[src/rtl/timer64_pkg.sv]
package timer64_pkg;

    localparam int unsigned STAGE_W = 32;
    localparam int unsigned STAGES  = 2;
    localparam int unsigned COUNT_W = STAGE_W * STAGES;

    typedef enum logic [1:0] {
        SEL_LO_SNAP  = 2'd0,
        SEL_HI_SHADE = 2'd1,
        SEL_HI_LIVE  = 2'd2,
        SEL_NONE     = 2'd3
    } rd_sel_e;

endpackage

[src/rtl/count_stage.sv]
module count_stage #(
    parameter int unsigned W = 32
) (
    input  logic         clk,
    input  logic         rst,
    input  logic         inc,
    input  logic         ld,
    input  logic [W-1:0] ld_val,
    output logic [W-1:0] val,
    output logic         carry
);
    localparam logic [W-1:0] ALL_ONES = {W{1'b1}};

    typedef struct packed {
        logic [W-1:0] cnt;
    } stage_t;

    stage_t st_d, st_q;

    always_comb begin
        st_d = st_q;
        if (ld) begin
            st_d.cnt = ld_val;
        end else if (inc) begin
            st_d.cnt = st_q.cnt + 1'b1;
        end
    end

    always_ff @(posedge clk) begin
        if (rst) begin
            st_q <= '0;
        end else begin
            st_q <= st_d;
        end
    end

    assign val   = st_q.cnt;
    assign carry = inc && (st_q.cnt == ALL_ONES);

    // a stage at all-ones that is told to count comes back as zero
    a_r3_stage_wrap: assert property (@(posedge clk) disable iff (rst)
        (inc && !ld && val == ALL_ONES) |=> (val == '0));

endmodule

[src/rtl/read_port.sv]
module read_port
    import timer64_pkg::*;
#(
    parameter int unsigned W = 32
) (
    input  logic           clk,
    input  logic           rst,
    input  logic [2*W-1:0] count,
    input  logic           stb,
    input  logic [1:0]     addr,
    output logic [W-1:0]   data,
    output logic           valid
);
    typedef struct packed {
        logic [2*W-1:0] shadow;
        logic [W-1:0]   data;
        logic           valid;
    } rp_t;

    rp_t rp_d, rp_q;

    always_comb begin
        rp_d       = rp_q;
        rp_d.valid = stb;
        if (stb) begin
            unique case (rd_sel_e'(addr))
                SEL_LO_SNAP: begin
                    rp_d.data   = count[W-1:0];
                    rp_d.shadow = count;
                end
                SEL_HI_SHADE: rp_d.data = rp_q.shadow[2*W-1:W];
                SEL_HI_LIVE:  rp_d.data = count[2*W-1:W];
                default:      rp_d.data = '0;
            endcase
        end
    end

    always_ff @(posedge clk) begin
        if (rst) begin
            rp_q <= '0;
        end else begin
            rp_q <= rp_d;
        end
    end

    assign data  = rp_q.data;
    assign valid = rp_q.valid;

    // every strobe produces one valid cycle right after it
    a_r6_valid_after_stb: assert property (@(posedge clk) disable iff (rst)
        stb |=> valid);
    // no strobe means no valid and unchanged data
    a_r10_idle_holds: assert property (@(posedge clk) disable iff (rst)
        !stb |=> (!valid && $stable(data)));
    // the shadow moves only on a low-word read
    a_r7_shadow_stable: assert property (@(posedge clk) disable iff (rst)
        !(stb && addr == 2'd0) |=> $stable(rp_q.shadow));
    // a high-shadow read returns the shadowed upper half
    a_r7_shade_data: assert property (@(posedge clk) disable iff (rst)
        (stb && addr == 2'd1) |=> (data == rp_q.shadow[2*W-1:W]));

endmodule

[src/rtl/coherent_timer64.sv]
module coherent_timer64
    import timer64_pkg::*;
(
    input  logic               clk,
    input  logic               rst,
    input  logic               cnt_en,
    input  logic               load_en,
    input  logic [COUNT_W-1:0] load_val,
    input  logic               rd_stb,
    input  logic [1:0]         rd_addr,
    output logic [STAGE_W-1:0] rd_data,
    output logic               rd_valid
);
    logic [STAGES:0]        inc_chain;
    logic [COUNT_W-1:0]     count;

    assign inc_chain[0] = cnt_en;

    for (genvar g = 0; g < STAGES; g++) begin : g_stage
        count_stage #(.W(STAGE_W)) u_stage (
            .clk    (clk),
            .rst    (rst),
            .inc    (inc_chain[g]),
            .ld     (load_en),
            .ld_val (load_val[g*STAGE_W +: STAGE_W]),
            .val    (count[g*STAGE_W +: STAGE_W]),
            .carry  (inc_chain[g+1])
        );
    end

    read_port #(.W(STAGE_W)) u_rd (
        .clk   (clk),
        .rst   (rst),
        .count (count),
        .stb   (rd_stb),
        .addr  (rd_addr),
        .data  (rd_data),
        .valid (rd_valid)
    );

    // idle count holds
    a_r2_hold: assert property (@(posedge clk) disable iff (rst)
        (!cnt_en && !load_en) |=> $stable(count));
    // enabled count steps by one
    a_r2_step: assert property (@(posedge clk) disable iff (rst)
        (cnt_en && !load_en) |=> (count == $past(count) + 1'b1));
    // low wrap carries into the high word in the same edge
    a_r3_carry: assert property (@(posedge clk) disable iff (rst)
        (cnt_en && !load_en && count[STAGE_W-1:0] == '1)
        |=> (count[COUNT_W-1:STAGE_W] == $past(count[COUNT_W-1:STAGE_W]) + 1'b1));
    // load wins over counting
    a_r5_load: assert property (@(posedge clk) disable iff (rst)
        load_en |=> (count == $past(load_val)));

endmodule

[config.mk]
export PLATFORM = sky130hd
export DESIGN_NAME = coherent_timer64
export DESIGN_NICKNAME = d
export VERILOG_FILES = /design/src/rtl/timer64_pkg.sv /design/src/rtl/count_stage.sv /design/src/rtl/read_port.sv /design/src/rtl/coherent_timer64.sv
export SDC_FILE = /design/constraint.sdc
export NUM_CORES = 1
export LEC_CHECK = 0
export BUFFER_PORTS_ARGS = -buffer_cell sky130_fd_sc_hd__buf_4
export CORE_MARGIN = 5
export CORE_UTILIZATION = 36
export CTS_CLUSTER_DIAMETER = 30
export DETAILED_ROUTE_END_ITERATION = 12
export GPL_ROUTABILITY_DRIVEN = 1
export PLACE_DENSITY = 0.58
export SYNTH_ARGS = -nofsm -noshare
export SYNTH_HDL_FRONTEND = slang
export SYNTH_HIERARCHICAL = 1
export SYNTH_SLANG_ARGS = --single-unit
[constraint.sdc]
create_clock -name clk -period 10.2 [get_ports clk]
set_clock_uncertainty 0.15 [all_clocks]
set_input_delay 2.55 -clock clk [delete_from_list [all_inputs] [get_ports clk]]
set_output_delay 2.55 -clock clk [all_outputs]
set_load 0.02 [all_outputs]
==> qor.yml <==
place:
  place.gp.congestion: 0.8576
  io_buffers: 103
  dp_hpwl_mm: 15.68
  dp_slack_ps: 4754
worst_setup_path:
  path_delay_family: "simple AND/OR/NAND/NOR gates"
  cp.required_ps: 10380
  cp_max_fo: 22
  path_buf_inv: 2
  slowest_delay_ps: 640
  start_kind: "input pin"
  critPathKind: "in2reg"
  crit_slowest_cell: "or4_1"
  end_kind: "register"
  cp_cell_sequence: "buf_4 > nand2_1 > or3_1 > nor4_2 > buf_4 > nand2_1 > or4_1 > or3_1 > a311oi_1"
  cp.arrival_ps: 5210
pwr:
  internal_power_uw: 1010
  p_switching_uw: 350.5
  comb_power_share_pct: 10.7
  powerDensity_nw_per_um2: 160.1
  power_frac_seq_pct: 42.5
  p_sw_share_pct: 25.76
  clockPowerShare_pct: 46.8
  power_leakage_uw: 0.002955
  ir_drop_v: 0.0001172
route:
  num_vias: 6864
  drc: 0
  wire_per_inst_um: 18.74
  drt_wl_total_mm: 22.80
  drt_iter0_drc: 607
  via_per_inst: 5.640
  postRouteAntennaNets: 0
  first_pass_iters: 5
clock_tree:
  cts-hold-fix-buffers: 0
  clk_latency_ps: 420
  root_buffer: "clkbuf_16"
  numCtsBuffers: 17
  cts_tree: "built"
  htree_levels: 4
  post_cts_resized: 0
  clk_pin_slew_ps: 60
  cts_buffer_depth: 2
  cts.sinks: 129
  post_cts_buffers: 0
sta:
  max_slew.worst_pin.slew_ps: 1241
  tns_ps: 0
  hold_violations: 0
  relSlewSlack_pct: 17.30
  final-max-slew-violation-count: 0
  post-route-period-util_pct: 49.35
  setup_viol: 0
  post-route-min-period_ps: 5033
  clock.fmax_mhz: 198.7
  rsz0062_at_grt: "no"
  fin_ws_ps: 5167
floorplan:
  core-area_um2: 20100
  rows: 52
  num_io_pins: 104
  die-area_um2: 23290
  start_util_pct: 36.41
  die_w_um: 152.6
  die_y_um: 152.6
finish:
  nFillCells: 2065
  syn_to_final_growth_pct: 16.08
  regArea_um2: 2582
  antenna_cells: 0
  drive_gt1_share_pct: 17.63
  nets: 1007
  multi_input_area_um2: 4084
synth:
  synth_cells: 906
  syn-num-nets: 979
  yosysWarningCount: 6
  syn-cell-area_um2: 7321
  avgSynthCellArea_um2: 8.080
grt:
  grt_util_all_layers_pct: 18.97
  antenna_found_initial: 1
  grt_pass1_wl_mm: 35.83
  grt_overflow: 0
  grt_max_degree: 68
  grt_pass1_vias: 6418
worst_hold_path:
  hold_path_class: "reg2reg"
job:
  cap_violations: 0
status:
  status: "complete, no violations"
-- area by class of cell --
type                       count  share of cell area [%]
timing repair buffer         110                   9.717
sequential                   129                   30.39
clock inverter                11                   1.899
multi-input combinational    661                   48.06
inverter                      15                  0.6625
tap                          270                   3.975
clock buffer                  21                   5.300
-- placed cells by master (no fill, tap or decap), types with 11 or more instances in the layout --
cell type and n:
nor3b_1 11, mux2i_1 34, a211oi_1 21, nand2_1 139, nor2_1 84, dfxtp_1 129, buf_4 110, a21oi_1 55
clkbuf_16 17, o21ai_0 13, inv_1 15, a311oi_1 39, or4_1 13, nand3_1 26, or2_1 32, or3_1 17
nand4_1 31, xor2_1 12, nor4_1 12
-- worst paths after layout --
kind,slack [ps],cells past startpoint,startpoint,end
worst min register to register,300,2,u_rd/rp_q[87],u_rd/rp_q[87]
worst max-delay path,5170,9,cnt_en,g_stage[1].u_stage/val[18]
worst max register to register,6680,9,g_stage[0].u_stage/val[0],g_stage[1].u_stage/val[18]
worst min-delay path,300,2,u_rd/rp_q[87],u_rd/rp_q[87]
-- power by group through the flow --
stage / registers [uW] / logic, uW / clock network, uW
floorplan: 566 / 109 / 0
global placement: 588 / 144 / 0
detailed placement: 588 / 145 / 0
CTS: 577 / 146 / 646
global route: 581 / 160 / 669
finish: 578 / 145 / 637
-- flip-flops by register name (all words and copies together) (netlist names) --
| register | cells |
|---|---|
| u_rd/rp_q | 32 |
| u_rd/valid | 1 |
| u_rd/data | 32 |
| g_stage.u_stage/val | 64 |
-- per-stage QoR --
stage,utilization (%),instances,hold slack (ps),power (uW),area [um2]
6_report,42.27,1217,304.6,1361,8498
5_1_grt,42.27,1217,316.0,1410,8498
4_1_cts,42.27,1217,305.6,1368,8498
3_5_place_dp,39.23,1185,297.5,732.8,7886
3_3_place_gp,39.23,1185,292.8,731.8,7886
2_1_floorplan,-,906,286.6,674.7,7321
-- routing by layer --
| layer | part of all wire [%] | vias up | track usage, % |
|---|---|---|---|
| li1 | - | 3346 | - |
| met1 | 47 | 3239 | 26.83 |
| met2 | 44 | 245 | 28.77 |
| met3 | 6.6 | 34 | 4.175 |
| met4 | 1.8 | 0 | 6.152 |
| met5 | 0 | - | 0 |
-- tightest hold or removal path: stages (launching register included) --
cell and delay (ps):
dfxtp_1 310, nand2_1 50, a21oi_1 50
Note: power is estimated with default switching activity, not from simulation.
